$ cat src/rtl/perm_ovl_pkg.sv
package perm_ovl_pkg;
  localparam int FIELD_W    = 4;
  localparam int NUM_FIELDS = 16;
  localparam int REG_W      = FIELD_W * NUM_FIELDS;
  localparam int ADDR_W     = 12;
  localparam int CLASS_W    = 6;
  localparam logic [ADDR_W-1:0]  REDIR_ADDR = 12'h2B8;
  localparam logic [CLASS_W-1:0] TRAP_CLASS = 6'h18;

  typedef enum logic [2:0] {
    OUT_DONE   = 3'd0,
    OUT_UNDEF  = 3'd1,
    OUT_TRAP2  = 3'd2,
    OUT_TRAP3  = 3'd3,
    OUT_REDIR  = 3'd4
  } outcome_e;
endpackage

$ cat src/rtl/pov_decide.sv
module pov_decide
  import perm_ovl_pkg::*;
(
  input  logic       is_write,
  input  logic [1:0] level,
  input  logic       el3_present,
  input  logic       el2_enabled,
  input  logic       undef_prio,
  input  logic       undef_sel,
  input  logic       feat_en,
  input  logic       trap_rd,
  input  logic       trap_wr,
  input  logic       fgt_present,
  input  logic       fgt_el3_en,
  input  logic       fgt_rd_n,
  input  logic       fgt_wr_n,
  input  logic [2:0] nv_mode,
  output outcome_e   outcome
);
  logic gate_undef;
  logic coarse_hit;
  logic fine_hit;
  logic feat_block;
  logic nv_redirect;

  always_comb begin
    gate_undef  = el3_present && undef_prio && !feat_en;
    coarse_hit  = el2_enabled && (is_write ? trap_wr : trap_rd);
    fine_hit    = el2_enabled && fgt_present && (!el3_present || fgt_el3_en)
                  && !(is_write ? fgt_wr_n : fgt_rd_n);
    feat_block  = el3_present && !feat_en;
    nv_redirect = nv_mode[2] && nv_mode[0];
  end

  always_comb begin
    outcome = OUT_DONE;
    unique case (level)
      2'd0: outcome = OUT_UNDEF;
      2'd1: begin
        if (gate_undef)       outcome = OUT_UNDEF;
        else if (coarse_hit)  outcome = OUT_TRAP2;
        else if (fine_hit)    outcome = OUT_TRAP2;
        else if (feat_block)  outcome = undef_sel ? OUT_UNDEF : OUT_TRAP3;
        else if (nv_redirect) outcome = OUT_REDIR;
        else                  outcome = OUT_DONE;
      end
      2'd2: begin
        if (gate_undef)       outcome = OUT_UNDEF;
        else if (feat_block)  outcome = undef_sel ? OUT_UNDEF : OUT_TRAP3;
        else                  outcome = OUT_DONE;
      end
      default: outcome = OUT_DONE;
    endcase
  end
endmodule

$ cat src/rtl/pov_store.sv
module pov_store #(
  parameter int FIELD_W    = 4,
  parameter int NUM_FIELDS = 16,
  localparam int REG_W     = FIELD_W * NUM_FIELDS
) (
  input  logic             clk,
  input  logic             rst,
  input  logic             wr_en,
  input  logic [REG_W-1:0] wr_data,
  output logic [REG_W-1:0] value
);
  for (genvar m = 0; m < NUM_FIELDS; m++) begin : g_field
    logic [FIELD_W-1:0] field_q;
    always_ff @(posedge clk) begin
      if (rst)        field_q <= '0;
      else if (wr_en) field_q <= wr_data[m*FIELD_W +: FIELD_W];
    end
    assign value[m*FIELD_W +: FIELD_W] = field_q;
  end
endmodule

$ cat src/rtl/pov_resp_stage.sv
module pov_resp_stage
  import perm_ovl_pkg::*;
#(
  parameter int DATA_W = 64
) (
  input  logic               clk,
  input  logic               rst,
  input  logic               in_valid,
  input  logic               in_write,
  input  outcome_e           in_outcome,
  input  logic [DATA_W-1:0]  in_wdata,
  input  logic [DATA_W-1:0]  in_regval,
  output logic               rsp_valid,
  output logic [2:0]         rsp_kind,
  output logic [CLASS_W-1:0] rsp_class,
  output logic [DATA_W-1:0]  rsp_rdata,
  output logic               mem_valid,
  output logic               mem_write,
  output logic [ADDR_W-1:0]  mem_addr,
  output logic [DATA_W-1:0]  mem_wdata
);
  logic is_trap;
  logic is_redir;
  assign is_trap  = (in_outcome == OUT_TRAP2) || (in_outcome == OUT_TRAP3);
  assign is_redir = (in_outcome == OUT_REDIR);

  always_ff @(posedge clk) begin
    if (rst) begin
      rsp_valid <= 1'b0;
      rsp_kind  <= '0;
      rsp_class <= '0;
      rsp_rdata <= '0;
      mem_valid <= 1'b0;
      mem_write <= 1'b0;
      mem_addr  <= '0;
      mem_wdata <= '0;
    end else begin
      rsp_valid <= in_valid;
      rsp_kind  <= in_valid ? in_outcome : OUT_DONE;
      rsp_class <= (in_valid && is_trap) ? TRAP_CLASS : '0;
      rsp_rdata <= (in_valid && in_outcome == OUT_DONE && !in_write) ? in_regval : '0;
      mem_valid <= in_valid && is_redir;
      mem_write <= in_valid && is_redir && in_write;
      mem_addr  <= (in_valid && is_redir) ? REDIR_ADDR : '0;
      mem_wdata <= (in_valid && is_redir && in_write) ? in_wdata : '0;
    end
  end
endmodule

$ cat src/rtl/perm_overlay_access_ctrl.sv
module perm_overlay_access_ctrl
  import perm_ovl_pkg::*;
(
  input  logic               clk,
  input  logic               rst,
  input  logic               req_valid,
  input  logic               req_write,
  input  logic [1:0]         req_level,
  input  logic [REG_W-1:0]   req_wdata,
  input  logic               el3_present,
  input  logic               el2_enabled,
  input  logic               undef_prio,
  input  logic               undef_sel,
  input  logic               feat_en,
  input  logic               trap_rd,
  input  logic               trap_wr,
  input  logic               fgt_present,
  input  logic               fgt_el3_en,
  input  logic               fgt_rd_n,
  input  logic               fgt_wr_n,
  input  logic [2:0]         nv_mode,
  output logic               rsp_valid,
  output logic [2:0]         rsp_kind,
  output logic [CLASS_W-1:0] rsp_class,
  output logic [REG_W-1:0]   rsp_rdata,
  output logic               mem_req_valid,
  output logic               mem_req_write,
  output logic [ADDR_W-1:0]  mem_req_addr,
  output logic [REG_W-1:0]   mem_req_wdata,
  output logic [REG_W-1:0]   perm_value
);
  outcome_e decision;
  logic     store_we;

  pov_decide u_decide (
    .is_write    (req_write),
    .level       (req_level),
    .el3_present (el3_present),
    .el2_enabled (el2_enabled),
    .undef_prio  (undef_prio),
    .undef_sel   (undef_sel),
    .feat_en     (feat_en),
    .trap_rd     (trap_rd),
    .trap_wr     (trap_wr),
    .fgt_present (fgt_present),
    .fgt_el3_en  (fgt_el3_en),
    .fgt_rd_n    (fgt_rd_n),
    .fgt_wr_n    (fgt_wr_n),
    .nv_mode     (nv_mode),
    .outcome     (decision)
  );

  assign store_we = req_valid && req_write && (decision == OUT_DONE);

  pov_store #(.FIELD_W(FIELD_W), .NUM_FIELDS(NUM_FIELDS)) u_store (
    .clk     (clk),
    .rst     (rst),
    .wr_en   (store_we),
    .wr_data (req_wdata),
    .value   (perm_value)
  );

  pov_resp_stage #(.DATA_W(REG_W)) u_resp (
    .clk        (clk),
    .rst        (rst),
    .in_valid   (req_valid),
    .in_write   (req_write),
    .in_outcome (decision),
    .in_wdata   (req_wdata),
    .in_regval  (perm_value),
    .rsp_valid  (rsp_valid),
    .rsp_kind   (rsp_kind),
    .rsp_class  (rsp_class),
    .rsp_rdata  (rsp_rdata),
    .mem_valid  (mem_req_valid),
    .mem_write  (mem_req_write),
    .mem_addr   (mem_req_addr),
    .mem_wdata  (mem_req_wdata)
  );
endmodule

$ cat config.mk
export PLATFORM = sky130hd
export DESIGN_NAME = perm_overlay_access_ctrl
export DESIGN_NICKNAME = d
export VERILOG_FILES = /design/src/rtl/perm_ovl_pkg.sv /design/src/rtl/pov_decide.sv /design/src/rtl/pov_store.sv /design/src/rtl/pov_resp_stage.sv /design/src/rtl/perm_overlay_access_ctrl.sv
export SDC_FILE = /design/constraint.sdc
export NUM_CORES = 1
export LEC_CHECK = 0
export ABC_AREA = 1
export BUFFER_PORTS_ARGS = -buffer_cell sky130_fd_sc_hd__buf_4
export CORE_MARGIN = 4
export CORE_UTILIZATION = 45
export CTS_BUF_LIST = sky130_fd_sc_hd__clkbuf_16
export CTS_CLUSTER_DIAMETER = 100
export CTS_CLUSTER_SIZE = 40
export DETAILED_ROUTE_END_ITERATION = 10
export PLACE_DENSITY = 0.74
export SLEW_MARGIN = 20
export SYNTH_ARGS = -nofsm -noshare
export SYNTH_HDL_FRONTEND = slang
export SYNTH_SLANG_ARGS = --single-unit
$ cat constraint.sdc
create_clock -name clk -period 2.8 [get_ports clk]
set_input_delay 0.28 -clock clk [delete_from_list [all_inputs] [get_ports clk]]
set_output_delay 0.28 -clock clk [all_outputs]
set_load 0.005 [all_outputs]
==> parameters.txt, run 1 <==
Parameter                              Value

Clocking
  CTS sink count    199
  Clock-pin transition on the worst setup and hold timing paths    70 ps
  Count of buffers added by post-CTS timing repair for setup    0
  Number of gates resized after cts    0
  CTS H-Tree Depth    4
  Post-CTS Hold Buffers    0
  Skew-Pair Late Insertion Delay    420 ps
  Number of buffers added by the clock tree synthesis step    17
  CTS max path bufs    2
  Buffer cell driving the clock tree root    clkbuf_16
  CTS tree    yes

Timing
  Number of failing hold endpoints at the final stage    0
  Minimum period implied by the final worst setup slack    1700 ps
  Final Cycle Share    60.8%
  Worst slew pin tran    around 570 ps
  Setup Total Neg Slack    0 ps
  Worst clock skew    between 7 and 8 ps
  Worst slew margin relative to its limit    62.1%
  Final hold slack    38.6 ps
  Maximum frequency from static timing analysis    ~590 MHz
  Final setup violating endpoints    0
  Final Max Tran Viols    0
  Setup repair after global routing missed its margin    false

Final layout
  Multi-input logic area    around 1700 sq um
  Sequential cell area in the final layout    3980 sq um
  Area Overhead vs Synth    42.6%
  Inserted Diodes    0
  Most used cells in the layout excluding fill and tap cells    buf_4 (289), nor2_1 (268), dfxtp_1 (199), inv_1 (144), nand2_1 (140)
  Number of nets in the final layout    1169
  Most common cell after layout, fill and taps aside    buf_4
  Proportion of layout cells with a drive suffix above 1    30.0%
  Filler cell count in the final layout    1199
  Non-Filler Cell Area, Final    9240 sq um

Floorplan
  Die area    approximately 16000 sq um
  Horiz. Die Dim    about 130 microns
  Number of top-level pins    300
  Area of the core    14000 sq um
  Row count    43
  Initial core utilization    46.3%
  Overall die height    128 microns

Routing
  Uppermost layer routed    met4
  DR WL met2    8610 microns
  Met1 WL    6570 microns
  WL per Instance    13.4 microns
  Total detailed-routing wirelength    17100 microns
  Number of antenna-violating nets in the routed design    0
  Number of iterations in the first detailed-routing pass    4
  Total DRC errors in the routed layout    0
  Vias per cell    4.29
  Via count    between 5k and 6k
  Routed wl met3    1520 microns
  Initial DRC Count    247

Global route
  First-pass GRT wire length    26000 microns
  Overflow left after global routing    0
  Pin count of the biggest net entering global routing    between 100 and 150
  GRT Resource Usage Total    20.2%
  Antenna violations before repair    0
  Vias in the first global route    5281

Pwr
  Worst vdd ir    0.000336 V
  Total power divided by cell area    640 nW/um^2
  Total power draw    5.91 mW
  Leakage power    slightly above 5 nW

Synth
  Warning count from the yosys run    0
  Synthesized instance count    between 800 and 900
  Number of synthesized register bits    a little under 200
  Sequential share of the synthesized area    61.5%
  Post-synthesis instance area    6480 sq um
  Count of unique library cells instantiated by Yosys    19
  Synthesized area per cell    7.96 sq um

Critical path
  Critical Path Source Type    input port
  CP Cell Sequence    buf_4 -> or2_1 -> nand3_1 -> nand4_1 -> nand4_1 -> buf_12 -> nand2_1 -> nand2_1 -> nor2_1
  Master of the slowest instance on the critical path    buf_12
  Arrival time reported for the critical path endpoint    2020 ps
  Critical path's largest stage delay    450 ps
  Worst reg-to-reg setup slack    approximately 2100 ps
  CP max FO    128
  Classification of the worst setup path    in -> reg
  Data required time of the critical path    about 3100 ps
  Type of destination of the critical path    register

Status
  Result of the run    completed

Placed design
  Placed cell areas    8640 sq um
  Port Buf Inserts    287
  Placer Congestion    a little under 0.8
  DPL Wire Length    12100 microns

Job
  Max-cap violations    0

Worst hold path
  Hold/Removal Path Class    in -> reg
power breakdown:
part | internal (mW) | leakage [nW] | switching, mW
Combinational | 0.238 | 3.19 | 0.263
Sequential | 2.90 | 1.61 | 0.0348
Clock | 1.41 | 0.292 | 1.06
state kept, by name, indices dropped and copies added, names as in the netlist:
name,cells
u_resp.rsp_rdata,64
u_resp.rsp_kind,3
u_resp.rsp_valid,1
u_store.g_field.field_q,64
u_resp.mem_wdata,64
u_resp.mem_addr,1
u_resp.mem_write,1
u_resp.rsp_class,1
cells by family after synthesis:
group	after synthesis	share of synthesized area, %
AO/OA/AOI/OAI	4	0.386
AND/OR/NAND/NOR	416	24.4
flip-flops	199	61.5
buffers and inverters	194	13.7
other	1	0.0578
worst max-delay path: cells and delay by family:
| family | cells | cell delay, ps |
|---|---|---|
| buffers and inverters | 2 | 590 |
| AND/OR/NAND/NOR | 7 | 1070 |
synth_stat cells:
| master | number | share of area (%) |
|---|---|---|
| or2_1 | 1 | 0.097 |
| nand4_2 | 1 | 0.19 |
| conb_1 | 1 | 0.058 |
| nand2_1 | 141 | 8.2 |
| nand2_2 | 1 | 0.097 |
| nand4_1 | 2 | 0.19 |
| buf_6 | 7 | 1.2 |
| nand3_1 | 1 | 0.077 |
| inv_1 | 143 | 8.3 |
| buf_2 | 12 | 0.93 |
| dfxtp_1 | 199 | 61 |
| buf_4 | 24 | 2.8 |
| or2_2 | 1 | 0.097 |
| nor2_1 | 268 | 16 |
| clkbuf_1 | 7 | 0.41 |
| a21oi_2 | 1 | 0.14 |
| a21oi_1 | 2 | 0.15 |
| o22ai_1 | 1 | 0.097 |
| inv_2 | 1 | 0.058 |
final timing paths:
check / start / to / cells after the start
worst max-delay path: req_write / u_store.g_field[2].field_q[2] / 9
worst max register to register: u_store.g_field[2].field_q[2] / u_store.g_field[2].field_q[2] / 4
worst min register to register: u_store.g_field[0].field_q[1] / u_resp.rsp_rdata[1] / 2
worst min-delay path: rst / u_resp.rsp_valid / 2
metrics by stage:
stage | cells | utilization (%) | setup WS [ps]
after floorplan | 824 | - | 1280
after global placement | 1246 | 61.8 | 777
after detailed placement | 1246 | 61.8 | 754
after CTS | 1278 | 66.1 | 1160
after global routing | 1278 | 66.1 | 986
final | 1278 | 66.1 | 1100
cell type report:
cell class,count,share of cell area (%)
flip-flops and latches,199,43.1
repair buffers,292,24.1
multi-input cells,431,18.0
inverters,144,5.85
clock buffers,17,4.60
well taps,180,2.44
clock inverters,15,1.90
layer usage:
metal	up-vias	GRT usage, %
met3	30	7.29
met1	2403	21.7
met4	0	8.49
met5	-	0
met2	221	35.8
li1	2823	-
(Power assumes the default switching activity.)
==> inputs of run 2 (changes only) <==
--- a/config.mk
+++ b/config.mk
@@ -5,7 +5,7 @@
 export SDC_FILE = /design/constraint.sdc
 export NUM_CORES = 1
 export LEC_CHECK = 0
-export ABC_AREA = 1
+export ABC_AREA = 0
 export BUFFER_PORTS_ARGS = -buffer_cell sky130_fd_sc_hd__buf_4
 export CORE_MARGIN = 4
 export CORE_UTILIZATION = 45
@@ -13,7 +13,7 @@
 export CTS_CLUSTER_DIAMETER = 100
 export CTS_CLUSTER_SIZE = 40
 export DETAILED_ROUTE_END_ITERATION = 10
-export PLACE_DENSITY = 0.74
+export PLACE_DENSITY = 0.73
 export SLEW_MARGIN = 20
 export SYNTH_ARGS = -nofsm -noshare
 export SYNTH_HDL_FRONTEND = slang
==> constraint.sdc (replaced) <==
create_clock -name clk -period 1.7 [get_ports clk]
set_input_delay 0.17 -clock clk [delete_from_list [all_inputs] [get_ports clk]]
set_output_delay 0.17 -clock clk [all_outputs]
set_load 0.005 [all_outputs]
==> run 2 against run 1 <==
Effect of this change: largest cell class unchanged; clock skew about the same; highest routed layer unchanged; routed wire length increased by 9.1%; sequential power increased by 63%.
==> parameters.txt, run 2 <==
Parameter                              Value

Synth
  Count of unique library cells instantiated by Yosys    31 (+12)
  Synth top cells by count    dfxtp_1 (199), nand2b_1 (131), and2_1 (67)
  Library cell with the highest instance count after synthesis    dfxtp_1
  Number of enable flip-flop cells after synthesis    0 (unchanged)
  Fraction of post-synthesis cell area in the top cell type by area    57.6% (-3.8 points)
  Post-synthesis instance area    6910 sq um (+6.7%)
  Number of synthesized register bits    199 (unchanged)
  Synthesized instance count    615 (-24%)
  Main flop type after synthesis    dfxtp_1
  Warning count from the yosys run    0 (unchanged)
  Top cell type by total area after synthesis    dfxtp_1
  Ranking of synthesized cells by area    dfxtp_1 (58%), nand2b_1 (12%), mux2i_1 (9.4%)
  Fraction of synthesis flops using an asynchronous set or reset pin    0% (unchanged)
  Synthesized area per cell    11.2 sq um (+41%)
  Sequential share of the synthesized area    57.6% (-3.8 points)

Clocking
  Clock-pin transition on the worst setup and hold timing paths    70 ps (about the same)
  Buffer cell driving the clock tree root    clkbuf_16
  Count of buffers added by post-CTS timing repair for setup    0 (unchanged)
  CTS max path bufs    2 (unchanged)
  CTS H-Tree Depth    4 (unchanged)
  CTS tree    yes
  CTS sink count    199 (unchanged)
  Skew-Pair Late Insertion Delay    420 ps (about the same)
  Number of buffers added by the clock tree synthesis step    17 (unchanged)

Pwr
  Total power draw    9.19 mW (+56%)
  Worst vdd ir    0.000650 V (+93%)
  Leakage power    4.86 nW (-4.7%)
  Net switching power figure    2.01 mW (+48%)
  Cell internal power dissipation    7.18 mW (+58%)
  Total power divided by cell area    894 nW/um^2 (+40%)
  Fraction of power consumed by the clock network    39.0% (-2.8 points)
  Share of total power in sequential cells    52.1% (+2.4 points)
  Net switching share of the total power    21.9% (-1.1 points)
  Comb power frac    8.8% (+0.3 points)

Placed design
  DPL Wire Length    13200 microns (+8.4%)
  Placed cell areas    9190 sq um (+6.3%)
  Placer Congestion    0.858 (+8.0%)
  Port Buf Inserts    287 (unchanged)

Timing
  Maximum frequency from static timing analysis    648 MHz
  Setup Total Neg Slack    0 ps (unchanged)
  Final Max Tran Viols    0 (unchanged)
  Setup repair after global routing missed its margin    false
  Final Cycle Share    90.8%
  Worst slew margin relative to its limit    41.6% (-20 points)
  Final setup violating endpoints    0 (unchanged)
  Worst slew pin tran    876 ps (+307 ps)
  Minimum period implied by the final worst setup slack    about 1500 ps
  Worst clock skew    7.03 ps (-0.0515 ps)
  Final hold slack    18.1 ps (-20.6 ps)
  Number of failing hold endpoints at the final stage    0 (unchanged)

Final layout
  Multi-input logic area    2570 sq um (+55%)
  Sequential cell area in the final layout    3980 sq um (unchanged)
  Proportion of layout cells with a drive suffix above 1    35.4% (+5.5 points)
  Area Overhead vs Synth    48.8%
  Number of nets in the final layout    1035 (-11%)
  Non-Filler Cell Area, Final    10300 sq um (+11%)
  Most used cells in the layout excluding fill and tap cells    buf_4 (302), dfxtp_1 (199), nand2b_1 (131), and2_1 (67), and3_1 (65)
  Regs by FF count    u_resp.mem_wdata: 64 flops, u_resp.rsp_rdata: 64 flops, u_store.g_field.field_q: 64 flops
  Filler cell count in the final layout    1125 (-6.2%)
  Most common cell after layout, fill and taps aside    buf_4

Routing
  Vias per cell    4.66 (+8.7%)
  Total detailed-routing wirelength    18700 microns (+9.1%)
  Via count    5354 (-2.2%)
  WL per Instance    16.2 microns (+21%)
  Number of iterations in the first detailed-routing pass    4 (unchanged)
  Total DRC errors in the routed layout    0 (unchanged)
  Initial DRC Count    178 (-28%)
  Number of antenna-violating nets in the routed design    0 (unchanged)

Floorplan
  Area of the core    15100 sq um (+8.3%)
  Die area    17400 sq um (+6.2%)
  Horiz. Die Dim    132 microns (+3.1%)
  Number of top-level pins    300 (unchanged)
  Overall die height    132 microns (+3.1%)
  Row count    45 (+4.7%)
  Initial core utilization    45.7% (-0.69 points)

Critical path
  Data required time of the critical path    2040 ps (-1070 ps)
  Critical Path Source Type    input port
  Type of destination of the critical path    register
  CP max FO    15 (-88%)
  Startpoint of the worst register-to-register path    u_store.g_field[6].field_q[3]
  Classification of the worst setup path    in -> reg
  Critical path launch point    req_write
  Arrival time reported for the critical path endpoint    1880 ps (-140 ps)
  Worst reg-to-reg setup slack    1010 ps (-1070 ps)

Global route
  Pin count of the biggest net entering global routing    129 (unchanged)
  Overflow left after global routing    0 (unchanged)
  Vias in the first global route    5542 (+4.9%)
  Antenna violations before repair    1 (+1)
  First-pass GRT wire length    29400 microns (+13%)
  GRT Resource Usage Total    20.9% (+0.73 points)

Job
  Max-cap violations    0 (unchanged)

Status
  Result of the run    completed

Worst hold path
  Hold_sp    req_wdata[61]
  Hold/Removal Path Class    in -> reg
[run 2: changes by cell type after synthesis, moves of 6 or more]
cell      change
nor2_1      -266
inv_1       -141
nand2_1     -138
nand2b_1    +131
and2_1       +67
and3_1       +65
mux2i_1      +65
clkbuf_1     +17
buf_2        -12
clkbuf_2     +11
buf_4         -7
buf_12        +6
buf_6         -6
[run 2: cells by family after synthesis]
family | Yosys count | synth area share, %
flops | 199 | 57.6
simple gates | 279 | 25.4
other cells | 1 | 0.0542
compound gates | 9 | 1.38
mux | 66 | 9.57
buf+inv | 61 | 5.95
[run 2: repair_timing]
action	4_1_cts	5_1_grt
hold endpoints to repair	58	0
endpoints found under the setup margin	0	6
gates resized for setup	0	1
hold buffers	58	0
[run 2: cell type report]
type	count	area share [%]
clock inverters	11	0.876
diodes	1	0.0243
clock buffers	17	4.14
inverters	2	0.0730
well taps	188	2.29
flip-flops and latches	199	38.7
multi-input cells	365	25.0
repair buffers	366	28.8
[run 2: power by group through the flow]
stage / combinational, mW / clock (mW) / sequential [mW]
final: 0.813 / 3.59 / 4.79
after global routing: 0.879 / 3.85 / 4.80
after CTS: 0.814 / 3.68 / 4.79
after floorplan: 0.346 / 0 / 4.89
after global placement: 0.682 / 0 / 4.90
after detailed placement: 0.701 / 0 / 4.90
[run 2: worst max-delay path, cell delays in order]
cell,delay [ps]
buf_4,130
mux2i_2,270
a32oi_4,170
and3_1,230
nor4_4,290
buf_4,220
buf_12,170
mux2i_1,230
[run 2: per-layer routing]
| metal | track usage (%) | vias to the layer above | part of all wire, % |
|---|---|---|---|
| li1 | - | 2623 | - |
| met4 | 8.34 | 0 | 2.1 |
| met3 | 6.87 | 28 | 7.7 |
| met2 | 37.4 | 218 | 51 |
| met1 | 23.0 | 2485 | 39 |
| met5 | 0 | - | 0 |
[run 2: path summary, 6_finish.rpt]
kind / end / cells after the start
worst min register to register: u_resp.rsp_rdata[41] / 1
worst max-delay path: u_store.g_field[4].field_q[0] / 8
worst max register to register: u_store.g_field[6].field_q[3] / 2
worst min-delay path: u_resp.mem_wdata[61] / 2
[run 2: stage by stage]
step           worst slack, ps  utilization [%]  instances
2_1_floorplan             29.9                -        625
3_3_place_gp              -187             60.6       1062
3_5_place_dp              -340             60.6       1062
4_1_cts                   67.9             67.9       1148
5_1_grt                   73.0             67.9       1149
6_report                   157             67.9       1149
==> inputs of run 3 (changes only) <==
--- a/config.mk
+++ b/config.mk
@@ -13,7 +13,8 @@
 export CTS_CLUSTER_DIAMETER = 100
 export CTS_CLUSTER_SIZE = 40
 export DETAILED_ROUTE_END_ITERATION = 10
-export PLACE_DENSITY = 0.73
+export PLACE_DENSITY = 0.76
+export SKIP_CTS_REPAIR_TIMING = 1
 export SLEW_MARGIN = 20
 export SYNTH_ARGS = -nofsm -noshare
 export SYNTH_HDL_FRONTEND = slang
==> run 3 against run 2 <==
Effect of this change: the run now ends with negative hold slack left; utilization rose by 0.79 points; final cell count rose by 0.87%; first-iteration DRC count rose by 2.8%; routed wire length fell by 1.2%; total power rose by 6.1%; critical path depth did not move; die area did not move; design area rose by 1.2%; sequential share of layout area fell by 0.45 points; fmax fell by 1.5%; combinational power rose by 0.9%; hold slack got worse by 19 ps.
==> parameters.txt, run 3 (same netlist as run 2, synthesis figures left out) <==
Parameter                              Value

Final layout
  Regs by FF count    u_resp.mem_wdata: 64 flops, u_resp.rsp_rdata: 64 flops, u_store.g_field.field_q: 64 flops
  Most used cells in the layout excluding fill and tap cells    buf_4 (313), dfxtp_1 (199), nand2b_1 (131), and2_1 (67)
  Number of nets in the final layout    1043 (+0.77%)
  Proportion of layout cells with a drive suffix above 1    36.1% (+0.73 points)
  Non-Filler Cell Area, Final    10400 sq um (+1.2%)
  Area Overhead vs Synth    50.5%
  Most common cell after layout, fill and taps aside    buf_4
  Inserted Diodes    0 (-1)

Clocking
  Buffer cell driving the clock tree root    clkbuf_16
  CTS max path bufs    2 (unchanged)
  CTS tree    yes
  Skew-Pair Late Insertion Delay    420 ps (about the same)
  CTS H-Tree Depth    4 (unchanged)
  Number of buffers added by the clock tree synthesis step    17 (unchanged)
  CTS sink count    199 (unchanged)
  Clock-pin transition on the worst setup and hold timing paths    60 ps (about the same)

Critical path
  Arrival time reported for the critical path endpoint    1900 ps (+20 ps)
  Data required time of the critical path    2030 ps (about the same)
  Master of the slowest instance on the critical path    mux2i_1
  Critical Path Source Type    input port
  Classification of the worst setup path    in -> reg
  Critical path's largest stage delay    290 ps (about the same)
  CP max FO    14 (-1)
  CP Cell Sequence    buf_4 -> mux2i_1 -> a32oi_4 -> and3_1 -> nor4_4 -> buf_4 -> buf_12 -> mux2i_1
  Type of destination of the critical path    register

Timing
  Maximum frequency from static timing analysis    638 MHz (-1.5%)
  Final hold slack    -0.921 ps (-19.0 ps)
  Number of failing hold endpoints at the final stage    1 (+1)
  Setup repair after global routing missed its margin    false
  Worst clock skew    9.62 ps (+2.59 ps)
  Minimum period implied by the final worst setup slack    1570 ps (+24.0 ps)
  Worst slew pin tran    918 ps (+42.4 ps)
  Worst slew margin relative to its limit    38.8% (-2.8 points)
  Final Cycle Share    92.2% (+1.4 points)
  Final Max Tran Viols    0 (unchanged)
  Final setup violating endpoints    0 (unchanged)

Status
  Failing checks    negative hold slack
  Result of the run    finished, violations left

Floorplan
  Horiz. Die Dim    132 microns (unchanged)
  Number of top-level pins    300 (unchanged)
  Initial core utilization    45.7% (unchanged)
  Overall die height    132 microns (unchanged)
  Die area    17400 sq um (unchanged)
  Row count    45 (unchanged)
  Area of the core    15100 sq um (unchanged)

Placed design
  Placer Congestion    0.771 (-10%)
  Port Buf Inserts    287 (unchanged)
  DPL Wire Length    12700 microns (-3.3%)
  Placed cell areas    9230 sq um (+0.46%)

Pwr
  Total power draw    9.75 mW (+6.1%)
  Worst vdd ir    0.000599 V (-7.9%)
  Total power divided by cell area    937 nW/um^2 (+4.9%)
  Leakage power    4.95 nW (+1.9%)

Routing
  Number of antenna-violating nets in the routed design    0 (unchanged)
  Vias per cell    4.61 (-0.99%)
  Number of iterations in the first detailed-routing pass    4 (unchanged)
  Via count    5347 (-0.13%)
  Total DRC errors in the routed layout    0 (unchanged)
  Total detailed-routing wirelength    18400 microns (-1.2%)
  WL per Instance    15.9 microns (-2.1%)
  Initial DRC Count    183 (+2.8%)

Global route
  Vias in the first global route    4935 (-11%)
  First-pass GRT wire length    26900 microns (-8.6%)
  GRT Resource Usage Total    19.4% (-1.5 points)
  Antenna violations before repair    0 (-1)
  Pin count of the biggest net entering global routing    129 (unchanged)
  Overflow left after global routing    0 (unchanged)

Job
  Max-cap violations    0 (unchanged)

Worst hold path
  Hold/Removal Path Class    in -> reg
==> run 3: stage by stage <==
step / util, % / TNS [ps] / worst slack [ps] / cells
global route: 68.7 / 0 / 18.1 / 1159
global placement: 60.9 / -26390 / -188 / 1071
CTS: 64.9 / 0 / 122 / 1102
finish: 68.7 / 0 / 133 / 1159
floorplan: - / 0 / 29.9 / 625
detailed placement: 60.9 / -31700 / -263 / 1071
==> run 3: worst paths after layout <==
| path | from | to | slack [ps] | depth (start not counted) |
|---|---|---|---|---|
| hold reg to reg | u_store.g_field[4].field_q[3] | u_store.g_field[4].field_q[3] | 480 | 2 |
| hold / removal | req_wdata[37] | u_resp.mem_wdata[37] | -0.9 | 2 |
| setup reg to reg | u_store.g_field[5].field_q[1] | u_store.g_field[5].field_q[1] | 1000 | 2 |
| setup / recovery | req_write | u_store.g_field[5].field_q[1] | 130 | 8 |
==> run 3: layer usage <==
| metal | vias up | routed length [microns] | global-route usage, % |
|---|---|---|---|
| met1 | 2477 | 7640 | 23.2 |
| met4 | 0 | 388 | 7.18 |
| met3 | 26 | 1180 | 6.41 |
| met2 | 204 | 9210 | 32.7 |
| met5 | - | 0 | 0 |
| li1 | 2640 | - | - |
==> run 3: final cells by class <==
class	count	area (sq um)
clock inverters	14	184
flip-flops and latches	199	3980
inverters	2	7.51
multi-input cells	365	2570
well taps	188	235
fillers	1161	4740
clock buffers	17	425
repair buffers	374	3000
==> run 3: worst max-delay path, delay by kind of cell <==
| family | cells | cell delay [ps] |
|---|---|---|
| buffers and inverters | 3 | 500 |
| multiplexers | 2 | 520 |
| AO/OA/AOI/OAI | 1 | 180 |
| AND/OR/NAND/NOR | 2 | 510 |
==> run 3: power by group <==
part,internal (mW),switching (mW),total [mW]
sequential,4.73,0.0530,4.79
combinational,0.489,0.331,0.820
clock,2.45,1.70,4.15
